--- src/rtl/wuf_pkg.sv ---
package wuf_pkg;
  localparam int unsigned NUM_SRC  = 3;
  localparam int unsigned SRC_PROG = 0;
  localparam int unsigned SRC_SW   = 1;
  localparam int unsigned SRC_RTC  = 2;
  typedef logic [NUM_SRC-1:0] src_vec_t;
endpackage

--- src/rtl/wuf_sync_edge.sv ---
module wuf_sync_edge #(
  parameter int unsigned STAGES = 2
) (
  input  logic clk_i,
  input  logic rst_ni,
  input  logic async_i,
  output logic rise_o
);
  logic [STAGES-1:0] sync_q;
  logic              prev_q;

  always_ff @(posedge clk_i or negedge rst_ni) begin
    if (!rst_ni) begin
      sync_q <= '0;
      prev_q <= 1'b0;
    end else begin
      sync_q <= {sync_q[STAGES-2:0], async_i};
      prev_q <= sync_q[STAGES-1];
    end
  end

  assign rise_o = sync_q[STAGES-1] & ~prev_q;

  // a held input yields one strobe only
  p_single_strobe_r3: assert property (@(posedge clk_i) disable iff (!rst_ni)
    rise_o |=> !rise_o);
endmodule

--- src/rtl/wuf_clr_reg.sv ---
module wuf_clr_reg #(
  parameter int unsigned W = 3
) (
  input  logic         clk_i,
  input  logic         rst_ni,
  input  logic         we_i,
  input  logic [W-1:0] wdata_i,
  output logic [W-1:0] clr_o
);
  logic [W-1:0] clr_q;

  always_ff @(posedge clk_i or negedge rst_ni) begin
    if (!rst_ni)   clr_q <= '0;
    else if (we_i) clr_q <= wdata_i;
  end

  assign clr_o = clr_q;

  p_clr_load_r5: assert property (@(posedge clk_i) disable iff (!rst_ni)
    we_i |=> clr_o == $past(wdata_i));
  p_clr_hold_r5: assert property (@(posedge clk_i) disable iff (!rst_ni)
    !we_i |=> $stable(clr_o));
endmodule

--- src/rtl/wuf_flag_cell.sv ---
module wuf_flag_cell (
  input  logic clk_i,
  input  logic rst_ni,
  input  logic set_i,
  input  logic clr_i,
  output logic flag_o
);
  logic flag_q;
  logic defer_q;

  // an event seen under clear is held back until the clear drops
  always_ff @(posedge clk_i or negedge rst_ni) begin
    if (!rst_ni) begin
      flag_q  <= 1'b0;
      defer_q <= 1'b0;
    end else if (clr_i) begin
      flag_q  <= 1'b0;
      defer_q <= defer_q | set_i;
    end else begin
      flag_q  <= flag_q | set_i | defer_q;
      defer_q <= 1'b0;
    end
  end

  assign flag_o = flag_q;

  p_clear_wins_r6: assert property (@(posedge clk_i) disable iff (!rst_ni)
    clr_i |=> !flag_o);
  p_sticky_r4: assert property (@(posedge clk_i) disable iff (!rst_ni)
    (flag_o && !clr_i) |=> flag_o);
  p_defer_release_r9: assert property (@(posedge clk_i) disable iff (!rst_ni)
    (defer_q && !clr_i) |=> flag_o);
  p_set_has_cause_r2: assert property (@(posedge clk_i) disable iff (!rst_ni)
    $rose(flag_o) |-> $past(set_i || defer_q));
endmodule

--- src/rtl/wake_flag_capture.sv ---
module wake_flag_capture
  import wuf_pkg::*;
#(
  parameter int unsigned SYNC_STAGES = 2
) (
  input  logic         clk_i,
  input  logic         rst_ni,
  input  logic         ev_prog_i,
  input  logic         ev_sw_i,
  input  logic         ev_rtc_i,
  input  logic         prog_clearable_i,
  input  logic         prog_is_rtc_i,
  input  logic [2:0]   wake_en_i,
  input  logic         clr_we_i,
  input  logic [2:0]   clr_wdata_i,
  output logic [2:0]   clr_o,
  output logic [2:0]   flags_o,
  output logic         wake_req_o
);
  src_vec_t ev_raw;
  src_vec_t ev_rise;
  src_vec_t clr_q;
  src_vec_t clr_eff;
  src_vec_t flag_q;

  assign ev_raw[SRC_PROG] = ev_prog_i;
  assign ev_raw[SRC_SW]   = ev_sw_i;
  assign ev_raw[SRC_RTC]  = ev_rtc_i;

  wuf_clr_reg #(.W(NUM_SRC)) u_clr_reg (
    .clk_i   (clk_i),
    .rst_ni  (rst_ni),
    .we_i    (clr_we_i),
    .wdata_i (clr_wdata_i),
    .clr_o   (clr_q)
  );

  // programmable source: own clear needs a clearable source; shares rtc clear
  always_comb begin
    clr_eff           = clr_q;
    clr_eff[SRC_PROG] = (clr_q[SRC_PROG] & prog_clearable_i)
                      | (clr_q[SRC_RTC] & prog_is_rtc_i);
  end

  for (genvar i = 0; i < NUM_SRC; i++) begin : g_src
    wuf_sync_edge #(.STAGES(SYNC_STAGES)) u_sync (
      .clk_i   (clk_i),
      .rst_ni  (rst_ni),
      .async_i (ev_raw[i]),
      .rise_o  (ev_rise[i])
    );
    wuf_flag_cell u_flag (
      .clk_i  (clk_i),
      .rst_ni (rst_ni),
      .set_i  (ev_rise[i]),
      .clr_i  (clr_eff[i]),
      .flag_o (flag_q[i])
    );
  end

  assign clr_o      = clr_q;
  assign flags_o    = flag_q;
  assign wake_req_o = |(flag_q & wake_en_i);

  p_rtc_clears_prog_r8: assert property (@(posedge clk_i) disable iff (!rst_ni)
    (clr_o[SRC_RTC] && prog_is_rtc_i) |=> !flags_o[SRC_PROG]);
  p_prog_blocked_r7: assert property (@(posedge clk_i) disable iff (!rst_ni)
    (flags_o[SRC_PROG] && !prog_clearable_i
     && !(prog_is_rtc_i && clr_o[SRC_RTC])) |=> flags_o[SRC_PROG]);
endmodule

--- config.mk ---
export PLATFORM = sky130hd
export DESIGN_NAME = wake_flag_capture
export DESIGN_NICKNAME = d
export VERILOG_FILES = /design/src/rtl/wuf_pkg.sv /design/src/rtl/wuf_sync_edge.sv /design/src/rtl/wuf_clr_reg.sv /design/src/rtl/wuf_flag_cell.sv /design/src/rtl/wake_flag_capture.sv
export SDC_FILE = /design/constraint.sdc
export NUM_CORES = 1
export LEC_CHECK = 0
export BUFFER_PORTS_ARGS = -buffer_cell sky130_fd_sc_hd__buf_4
export CELL_PAD_IN_SITES_DETAIL_PLACEMENT = 1
export CELL_PAD_IN_SITES_GLOBAL_PLACEMENT = 1
export CORE_UTILIZATION = 36
export CTS_CLUSTER_DIAMETER = 120
export DETAILED_ROUTE_END_ITERATION = 12
export PLACE_DENSITY = 0.82
export SLEW_MARGIN = 25
export SYNTH_ARGS = -nofsm -noshare
export SYNTH_HDL_FRONTEND = slang
export SYNTH_SLANG_ARGS = --single-unit
--- constraint.sdc ---
create_clock -name clk_i -period 1.35 [get_ports clk_i]
set_clock_uncertainty 0.15 [all_clocks]
set_input_delay 0.27 -clock clk_i [delete_from_list [all_inputs] [get_ports clk_i]]
set_output_delay 0.27 -clock clk_i [all_outputs]
set_load 0.005 [all_outputs]
* Word-level counts from Yosys, hierarchy flattened
Index checks and enable logic that the tools add are counted.
** Word-level totals
- Output and inout bits :: 7
- Input port bits :: 14
- Flip-flop bits (word level) :: 18
** Operators by class
- Bitwise logic cells :: 19
- Reduce and logical (&&, ||, !) cells :: 1
- Muxes and demuxes :: 6
** Operator list (number)
- $or A1 B1 Y1 :: 10
- $mux W1 :: 6
- $and A1 B1 Y1 :: 5
- $and A3 B3 Y3 :: 1
- $not A1 Y1 :: 3
- $reduce_or A3 Y1 :: 1

* Depth between registers and ports, before layout
Gate-level depths: netlist of run 1.
- Depth in word-level cells :: 5
- Depth in mapped cells :: 2
- Mapped depth without buffers :: 2

* By module
A second synthesis of run 1 with hierarchy kept.
** Second synthesis, totals
- Cell total of the unflattened synthesis :: 36
- Area total of the unflattened synthesis :: 596.8 sq um
** By module, submodules not included
- wuf_sync_edge :: seq. area each 75.1 sq um, instances 3, area an instance 88.8 sq um, cells an instance 4
- wuf_flag_cell :: seq. area each 50.0 sq um, instances 3, area an instance 66.3 sq um, cells an instance 5
- wuf_clr_reg :: seq. area each 75.1 sq um, instances 1, area an instance 108.9 sq um, cells an instance 6
- wake_flag_capture :: seq. area each 0.0 sq um, instances 1, area an instance 22.5 sq um, cells an instance 3

* Worst setup path after synthesis of run 1
OpenSTA, ideal clock, no wires.
- Path kind :: flip-flop to output port
- Start point :: register g_src[1].u_flag.flag_q
- End point :: output wake_req_o
- Arrival time :: 736 ps
- Stages on the path, launching flop included :: 3
- Path slack :: 194 ps
- Path through :: dfrtp_1 -> a222oi_1 -> inv_1
** On the way
- Word-level cells in the longest chain between the ends :: 2
** RTL lines
- from (decl) :: RTL line wuf_flag_cell.sv:8 : logic flag_q;
- from (signal assigned) :: RTL line wuf_flag_cell.sv:20 : flag_q <= flag_q | set_i | defer_q;
- $and A3 B3 Y3 :: RTL line wake_flag_capture.sv:63 : assign wake_req_o = |(flag_q & wake_en_i);
- $reduce_or A3 Y1 :: RTL line wake_flag_capture.sv:63
- to (decl) :: RTL line wake_flag_capture.sv:18 : output logic wake_req_o
Every way passes these cells.

* Worst setup path after layout of run 1
Same ends and word-level chain as after synthesis.

==> results of run 1 <==
cells in the final DEF (no fill, tap or decap), types with 2 or more instances in the layout:
cell type      synthesis  routed
clkbuf_4               0       3
dfrtp_1               18      18
o31a_1                 2       2
inv_1                  4       4
dlygate4sd3_1          0       4
buf_4                  5      21
nor2b_1                2       2
nand2_1                2       2
o21a_1                 2       2
o21ai_0                2       2
registers in the layout, summed over array words and instances, names as in the netlist:
register,count
g_src.u_flag.defer_q,3
g_src.u_flag.flag_o,3
g_src.u_sync.prev_q,3
g_src.u_sync.sync_q,6
u_clr_reg.clr_o,3
worst register-to-register path, delay by kind of cell (launching register included):
kind	cells	cell delay, ns
flops	1	0.40
compound gates	1	0.27
buf+inv	1	0.14
area by class of cell:
type,count,share of cell area
repair buffers,25,0.2358
inverters,4,0.01791
flip-flops and latches,18,0.5373
well taps,16,0.02388
clock buffers,4,0.04328
multi-input cells,17,0.1418
how the worst max path moves through the flow:
stage                     slack, ns  cells past startpoint    endpoint
after floorplan                0.19                      2  wake_req_o
after CTS                     -0.31                      3  wake_req_o
final                         -0.28                      3  wake_req_o
after global placement         0.05                      4  wake_req_o
after detailed placement      0.008                      3  wake_req_o
after global routing          -0.41                      3  wake_req_o
layer usage:
layer  share of wire  vias to the layer above
li1                -                      189
met2            0.52                       14
met5               0                        -
met4               0                        0
met3           0.075                        0
met1            0.40                      200
timing repair:
item	in CTS	in global routing
hold buffers	4	0
setup endpoints to repair	1	2
endpoints found under the hold margin	21	0
setup buffers	1	0
cells by family after synthesis:
| kind of cell | Yosys count |
|---|---|
| DFF | 18 |
| AOI/OAI and AO/OA | 10 |
| buffers and inverters | 9 |
| and+or+nand+nor | 6 |
| muxes | 1 |
through the flow:
stage | area [um^2] | TNS (ns) | util | hold slack (ns)
after CTS | 838.3 | -0.3608 | 0.5377 | 0.02606
after detailed placement | 754.5 | 0 | 0.4839 | -0.002061
final | 838.3 | -0.3080 | 0.5377 | 0.03873
after global placement | 754.5 | 0 | 0.4839 | -0.005144
after floorplan | 621.8 | 0 | - | -0.1756
after global routing | 838.3 | -0.4761 | 0.5377 | 0.03262
power by group:
part | switching [W] | internal (W) | leakage [nW]
registers | 0.0000265 | 0.000581 | 0.218
logic | 0.0000531 | 0.0000962 | 0.173
clock network | 0.000156 | 0.000164 | 0.0210
total | 0.000236 | 0.000842 | 0.412
==> results.py, run 1 <==
metrics = {
    "clocking": {
        "cts_resized": 0,
        "clk_pin_slew_ns": 0.10,
        "clk_latency_ns": 0.29,
        "cts_sinks": 18,
        "cts_root_buffer": "clkbuf_4",
        "htree_levels": 1,
        "clockBufferDepth": 2,
        "cts_tree": "built",
        "cts_buffers": 3,
    },
    "critical_path": {
        "path_cells": "a222oi_1 > inv_1 > buf_4",
        "ff2ff_setup_slack_ns": 0.28,
        "worstSetupStartpoint": "g_src[1].u_flag.flag_o",
        "cp_top_family": "flip-flops",
        "crit_path_top_delay_cell": "dfrtp_1",
        "cp_max_fo": 3,
        "reg2reg_from": "g_src[2].u_flag.flag_o",
        "crit_path_max_incr_delay_ns": 0.40,
        "startpoint_type": "register",
        "cp.arrival_ns": 1.21,
        "path_buf_inv": 2,
        "worstRegToRegCells": 2,
        "cp.required_ns": 0.93,
        "cp-end-kind": "output pin",
        "r2r-end": "g_src[2].u_flag.flag_o",
        "crit_type": "reg -> out",
    },
    "logic_synthesis": {
        "synth-compound-area-share": 0.1247,
        "postSynthCellCount": 44,
        "synth_most_common_cell": "dfrtp_1",
        "synth_common_cells": "dfrtp_1, buf_4, inv_1",
        "ys_ff_latch": 18,
        "yosys_warnings": 0,
        "avgSynthCellArea_um2": 14.13,
        "yosysSeqAreaShare": 0.7243,
        "synthAdderAreaFrac": 0,
        "ys_types": 15,
        "synthMuxAreaShare": 0.01811,
        "netlist.area_leader.share": 0.7243,
        "yosys.area_share.simple": 0.04829,
        "synth-main-ff-cell": "dfrtp_1",
        "synthTopCellsByArea": "dfrtp_1, buf_4, o31a_1, inv_1, o21a_1",
        "postSynth.asyncResetShare": 1.000,
        "syn_nets": 58,
        "syn_area_um2": 621.8,
        "synth_top_family_by_area": "compound AO/OA/AOI/OAI gates",
        "synth_xor_area_frac": 0,
        "yosysTopAreaCell": "dfrtp_1",
        "synth_edf_count": 0,
    },
    "floorplanning": {
        "core-area_mm2": 0.001559,
        "die_y_um": 43.56,
        "fp.dieW_um": 43.56,
        "rows": 14,
        "ios": 21,
        "initial_core_util": 0.3989,
        "dieArea_mm2": 0.001897,
    },
    "hold_path": {
        "hold_end": "u_clr_reg.clr_o[2]",
        "hold_class": "in -> reg",
        "hold_depth": 2,
        "min_from": "clr_we_i",
    },
    "timing": {
        "worst_slew_pin_slew_ns": 0.2797,
        "slew_headroom": 0.8135,
        "setup_ws_ns": -0.2841,
        "final_hold_viol_count": 0,
        "fin_crit_sh": 1.210,
        "slew_viol_final": 0,
        "min_period_ns": 1.634,
        "setup_viol": 2,
        "fmax_mhz": 611.9,
        "rsz0062_at_grt": "true",
    },
    "drt": {
        "wl_per_cell_um": 12.35,
        "drt-total-wl_um": 1037,
        "ant_nets": 0,
        "dr_total_vias": 403,
        "drc": 6,
        "drtIter0Drc": 17,
        "via_per_inst": 4.798,
        "dr.pass1.iters": 8,
    },
    "place": {
        "io_buffers": 20,
        "place.gp.congestion": 0.6313,
        "place_hpwl_um": 796.5,
        "post-place-ws_ns": 0.007963,
        "dp_cells": 75,
    },
    "pwr": {
        "ir_drop_mv": 0.6178,
        "p_total_w": 0.001078,
        "power_density_mw_per_mm2": 1286,
        "p_leak_nw": 0.4124,
    },
    "final_layout": {
        "ff_latch_area_um2": 450.4,
        "drive_gt1_frac": 0.3971,
        "nNetsFinal": 83,
        "antennaDiodeCount": 0,
        "multiInputGateArea_um2": 118.9,
        "area_delta_synth_final_pct": 34.81,
        "fillers": 159,
        "fin_cells": 84,
    },
    "outcome": {
        "status": "complete, but fails checks",
        "violations": "design-rule violations, negative setup slack",
    },
    "job": {
        "cap_violations": 0,
    },
    "global_routing": {
        "grt_pass1_vias": 425,
        "grt_use_met2": 0.2358,
        "overflow": 0,
        "busiest_layer": "met2",
        "use_met3": 0.03333,
        "grt_usage": 0.1386,
        "grt_pass1_wl_um": 1863,
        "met1_usage": 0.1598,
        "antenna_found_initial": 0,
        "grt_max_degree": 19,
    },
}
No activity file was read; power rests on OpenSTA's default activity.
==> run 2, diff against run 1 <==
--- a/config.mk
+++ b/config.mk
@@ -8,10 +8,12 @@
 export BUFFER_PORTS_ARGS = -buffer_cell sky130_fd_sc_hd__buf_4
 export CELL_PAD_IN_SITES_DETAIL_PLACEMENT = 1
 export CELL_PAD_IN_SITES_GLOBAL_PLACEMENT = 1
+export CORE_ASPECT_RATIO = 0.9
 export CORE_UTILIZATION = 36
 export CTS_CLUSTER_DIAMETER = 120
 export DETAILED_ROUTE_END_ITERATION = 12
-export PLACE_DENSITY = 0.82
+export PLACE_DENSITY_LB_ADDON = 0.1
+export SETUP_SLACK_MARGIN = 0.02
 export SLEW_MARGIN = 25
 export SYNTH_ARGS = -nofsm -noshare
 export SYNTH_HDL_FRONTEND = slang
==> run 2 against run 1 <==
Effect of this change:
- the flow finishes with violations (negative setup slack)
- worst hold slack about the same
- fmax decreased by 3.4%
- final cell count increased by 11%
- largest power group unchanged
- largest cell class unchanged
- critical path depth unchanged
- sequential share of layout area decreased by 1.9 points
==> results.py, run 2 (synthesis gave the netlist of run 1 again) <==
metrics = {
    "outcome": {
        "status": "complete, but fails checks",
        "violations": "negative setup slack",
    },
    "clocking": {
        "cts_root_buffer": "clkbuf_4",
        "clockBufferDepth": 2,
        "cts_tree": "built",
        "cts_buffers": 3,
        "clk_pin_slew_ns": 0.09,
        "cts_sinks": 18,
        "htree_levels": 1,
        "clk_latency_ns": 0.28,
    },
    "drt": {
        "drc": 0,
        "wl_per_cell_um": 12.77,
        "dr_total_vias": 429,
        "drtIter0Drc": 10,
        "dr.pass1.iters": 4,
        "ant_nets": 0,
        "via_per_inst": 4.613,
        "drt-total-wl_um": 1188,
    },
    "global_routing": {
        "grt_pass1_wl_um": 2049,
        "grt_pass1_vias": 471,
        "grt_max_degree": 19,
        "antenna_found_initial": 0,
        "grt_usage": 0.1575,
        "overflow": 0,
    },
    "final_layout": {
        "area_delta_synth_final_pct": 39.84,
        "fin_cells": 93,
        "fillers": 170,
        "regMostFlops": "g_src.u_sync.sync_q",
        "drive_gt1_frac": 0.4225,
        "nNetsFinal": 87,
        "antennaDiodeCount": 0,
        "final_cell_mix": "buf_4, dfrtp_1, inv_1, dlygate4sd3_1, clkbuf_4",
        "design_area_um2": 869.6,
        "largest_reg_flops": 6,
        "final_common_cell": "buf_4",
    },
    "place": {
        "post-place-ws_ns": -0.02472,
        "post_dp_cell_area_um2": 769.5,
        "place_hpwl_um": 874.2,
        "io_buffers": 20,
        "dp_cells": 82,
        "place.gp.congestion": 0.6305,
    },
    "floorplanning": {
        "die_y_um": 41.43,
        "dieArea_mm2": 0.001898,
        "core-area_mm2": 0.001529,
        "ios": 21,
        "rows": 13,
        "fp.dieW_um": 45.81,
        "initial_core_util": 0.4067,
    },
    "critical_path": {
        "ff2ff_setup_slack_ns": 0.14,
        "path_cells": "a222oi_1 > inv_1 > buf_4",
        "worstRegToRegCells": 3,
        "cp-end-kind": "output pin",
        "crit_type": "reg -> out",
        "reg2reg_from": "g_src[2].u_flag.flag_o",
        "cp_max_fo": 2,
        "crit_path_top_delay_cell": "dfrtp_1",
        "crit_path_max_incr_delay_ns": 0.39,
        "r2r-end": "g_src[2].u_flag.flag_o",
        "startpoint_type": "register",
        "cp.arrival_ns": 1.27,
        "cp.required_ns": 0.93,
    },
    "timing": {
        "setup_viol": 1,
        "whs_ns": 0.03827,
        "slew_viol_final": 0,
        "fmax_mhz": 591.1,
        "setup_ws_ns": -0.3418,
        "final_hold_viol_count": 0,
        "fin_crit_sh": 1.253,
        "slew_headroom": 0.7755,
        "min_period_ns": 1.692,
        "rsz0062_at_grt": "true",
        "worst_slew_pin_slew_ns": 0.3367,
    },
    "hold_path": {
        "hold_end": "u_clr_reg.clr_o[1]",
        "min_from": "clr_wdata_i[1]",
        "hold_depth": 3,
        "hold_class": "in -> reg",
    },
    "job": {
        "cap_violations": 0,
    },
    "pwr": {
        "power_density_mw_per_mm2": 1189,
        "ir_drop_mv": 0.9419,
        "p_leak_nw": 0.4272,
    },
}
==> run 2: cell types whose count changed in the layout (fill, tap and decap cells not counted), sizes merged <==
cell / before / now
buf: 21 / 25
clkbuf: 4 / 3
==> run 2: what timing repair did <==
item                       CTS  global route
pin swaps                    1             1
hold endpoints to repair    21             0
hold buffers                 4             0
buffers inserted             3             2
setup endpoints to repair    2             4
resized for setup            2             0
==> run 2: per-layer routing <==
metal / routed length, um / vias to the layer above / GRT usage
li1: - / 197 / -
met1: 472 / 209 / 0.1831
met2: 618 / 21 / 0.2543
met3: 87 / 2 / 0.06957
met4: 10 / 0 / 0.05294
met5: 0 / - / 0
==> run 2: worst max path at each step <==
stage                            from          to  slack, ns  cells after the start
3_3_place_gp             wake_en_i[1]  wake_req_o       0.05                      4
5_1_grt        g_src[1].u_flag.flag_o  wake_req_o      -0.45                      3
2_1_floorplan  g_src[1].u_flag.flag_o  wake_req_o       0.19                      2
3_5_place_dp             wake_en_i[1]  wake_req_o      -0.02                      4
4_1_cts        g_src[1].u_flag.flag_o  wake_req_o      -0.35                      3
6_report       g_src[1].u_flag.flag_o  wake_req_o      -0.34                      3
==> run 2: where the power goes <==
group          total, W  internal (W)  switching (W)  leakage (nW)
logic          0.000182      0.000118      0.0000643         0.195
registers      0.000608      0.000581      0.0000267         0.218
clock network  0.000244      0.000103       0.000140        0.0138
total           0.00103      0.000803       0.000231         0.427
==> run 2: final cells by class <==
class | count | area [um^2] | share of cell area
Tap cell | 22 | 27.53 | 0.03165
Timing Repair Buffer | 29 | 235.2 | 0.2705
Inverter | 4 | 15.01 | 0.01727
Multi-Input combinational cell | 17 | 118.9 | 0.1367
Clock buffer | 3 | 22.52 | 0.02590
Sequential cell | 18 | 450.4 | 0.5180
==> run 2: worst max-delay path, delay by kind of cell, from the launching register on <==
family          cells  cell delay, ns
compound gates      1            0.38
flops               1            0.39
buf+inv             2            0.22
==> run 2: through the flow <==
stage | total power (W) | util | TNS (ns)
2_1_floorplan | 0.0006843 | - | 0
3_3_place_gp | 0.0007570 | 0.5033 | 0
3_5_place_dp | 0.0007665 | 0.5033 | -0.02472
4_1_cts | 0.001042 | 0.5589 | -0.3589
5_1_grt | 0.001107 | 0.5687 | -0.5351
6_report | 0.001034 | 0.5687 | -0.3418
==> run 3, diff against run 2 <==
==> constraint.sdc (replaced) <==
create_clock -name clk_i -period 1.69 [get_ports clk_i]
set_clock_uncertainty 0.15 [all_clocks]
set_input_delay 0.338 -clock clk_i [delete_from_list [all_inputs] [get_ports clk_i]]
set_output_delay 0.338 -clock clk_i [all_outputs]
set_load 0.005 [all_outputs]
==> run 3 against run 2 <==
Effect of this change:
- the flow still finishes with violations (negative setup slack)
- power down 14%
- non-clock buffer count down 1
- combinational power shrank 24%
- sequential power decreased by 20%
- largest cell class unchanged
==> results.py, run 3 (synthesis gave the netlist of run 1 again) <==
metrics = {
    "outcome": {
        "status": "complete, but fails checks",
        "violations": "negative setup slack",
    },
    "hold_path": {
        "min_from": "clr_wdata_i[1]",
        "hold_class": "in -> reg",
    },
    "final_layout": {
        "nNetsFinal": 86,
        "regMostFlops": "g_src.u_sync.sync_q",
        "drive_gt1_frac": 0.4225,
        "multiInputGateArea_um2": 118.9,
        "fin_cells": 93,
        "final_common_cell": "buf_4",
        "ff_latch_area_um2": 450.4,
        "area_delta_synth_final_pct": 40.24,
        "fillers": 169,
        "antennaDiodeCount": 0,
        "largest_reg_flops": 6,
        "final_cell_mix": "buf_4, dfrtp_1, inv_1, dlygate4sd3_1, clkbuf_4",
        "design_area_um2": 872.1,
    },
    "timing": {
        "setup_viol": 1,
        "min_period_ns": 1.720,
        "whs_ns": 0.09267,
        "rsz0062_at_grt": "true",
        "tns_ns": -0.02965,
        "slew_viol_final": 0,
        "setup_ws_ns": -0.02965,
        "worst_slew_pin_slew_ns": 0.2775,
        "slew_headroom": 0.8150,
        "fmax_mhz": 581.5,
        "final_hold_viol_count": 0,
        "fin_crit_sh": 1.018,
    },
    "global_routing": {
        "grt_pass1_wl_um": 1745,
        "overflow": 0,
        "antenna_found_initial": 0,
        "grt_pass1_vias": 425,
        "grt_usage": 0.1364,
        "grt_max_degree": 19,
    },
    "critical_path": {
        "worstSetupStartpoint": "g_src[1].u_flag.flag_o",
        "cp-end-kind": "output pin",
        "crit_type": "reg -> out",
        "cp_max_fo": 2,
        "ff2ff_setup_slack_ns": 0.52,
        "cp.arrival_ns": 1.23,
        "reg2reg_from": "g_src[2].u_flag.flag_o",
        "cp.required_ns": 1.20,
        "startpoint_type": "register",
    },
    "floorplanning": {
        "fp.dieW_um": 45.81,
        "die_y_um": 41.43,
        "initial_core_util": 0.4067,
        "dieArea_mm2": 0.001898,
        "core-area_mm2": 0.001529,
        "rows": 13,
        "ios": 21,
    },
    "clocking": {
        "cts_sinks": 18,
        "cts_root_buffer": "clkbuf_4",
        "htree_levels": 1,
        "cts_tree": "built",
        "clk_pin_slew_ns": 0.10,
        "clockBufferDepth": 2,
        "clk_latency_ns": 0.30,
        "cts_buffers": 3,
    },
    "job": {
        "cap_violations": 0,
    },
    "place": {
        "post_dp_cell_area_um2": 762.0,
        "place.gp.congestion": 0.6335,
        "post-place-ws_ns": 0.2227,
        "place_hpwl_um": 708.5,
        "dp_cells": 81,
        "io_buffers": 20,
    },
    "drt": {
        "drt-total-wl_um": 1065,
        "drc": 0,
        "drtIter0Drc": 4,
        "via_per_inst": 4.559,
        "dr.pass1.iters": 4,
        "wl_per_cell_um": 11.45,
        "ant_nets": 0,
        "dr_total_vias": 424,
    },
    "pwr": {
        "ir_drop_mv": 0.6514,
        "p_leak_nw": 0.4286,
        "power_density_mw_per_mm2": 1015,
    },
}
[run 3: cell types whose count changed in the layout (fill, tap and decap cells not counted), sizes merged]
cell,change
buf,-1
clkbuf,+1
[run 3: stage by stage]
stage               total power, W  utilization
finish                   0.0008851       0.5704
global route             0.0009392       0.5704
CTS                      0.0008863       0.5581
detailed placement       0.0006026       0.4984
global placement         0.0005990       0.4984
floorplan                0.0005466            -
[run 3: area by class of cell]
| class | instances | area share |
|---|---|---|
| inverter | 4 | 0.01722 |
| clock buffer | 4 | 0.04161 |
| sequential | 18 | 0.5165 |
| multi-input combinational | 17 | 0.1363 |
| tap | 22 | 0.03156 |
| timing repair buffer | 28 | 0.2568 |
[run 3: repair_timing]
item                                   CTS  global route
buffers inserted                         2             2
resized for setup                        0             1
endpoints found under the hold margin   21             0
pin swaps                                1             1
hold buffers                             4             0
setup endpoints to repair                1             1
[run 3: worst paths after layout]
kind / end / cells past startpoint
max: wake_req_o / 3
min: u_clr_reg.clr_o[1] / 3
max reg2reg: g_src[2].u_flag.flag_o / 3
min reg2reg: g_src[1].u_sync.sync_q[1] / 0
max in group asynchronous: g_src[0].u_sync.sync_q[0] / 2
min in group asynchronous: g_src[2].u_flag.defer_q / 2
[run 3: metal layers]
metal  part of all wire  up-vias  GRT usage
li1                   -      196          -
met1               0.40      207     0.1520
met2               0.50       18     0.2029
met3              0.089        3    0.07826
met4              0.014        0    0.07059
met5                  0        -          0
[run 3: where the power goes]
group | switching (W) | internal [W]
Clock | 0.000131 | 0.000132
Combinational | 0.0000475 | 0.0000917
Sequential | 0.0000197 | 0.000464
Total | 0.000198 | 0.000687
[run 3: worst max-delay path, cell delays in order (launching register included)]
cell and delay [ns]:
dfrtp_1 0.40, a222oi_1 0.32, inv_1 0.09, buf_6 0.12
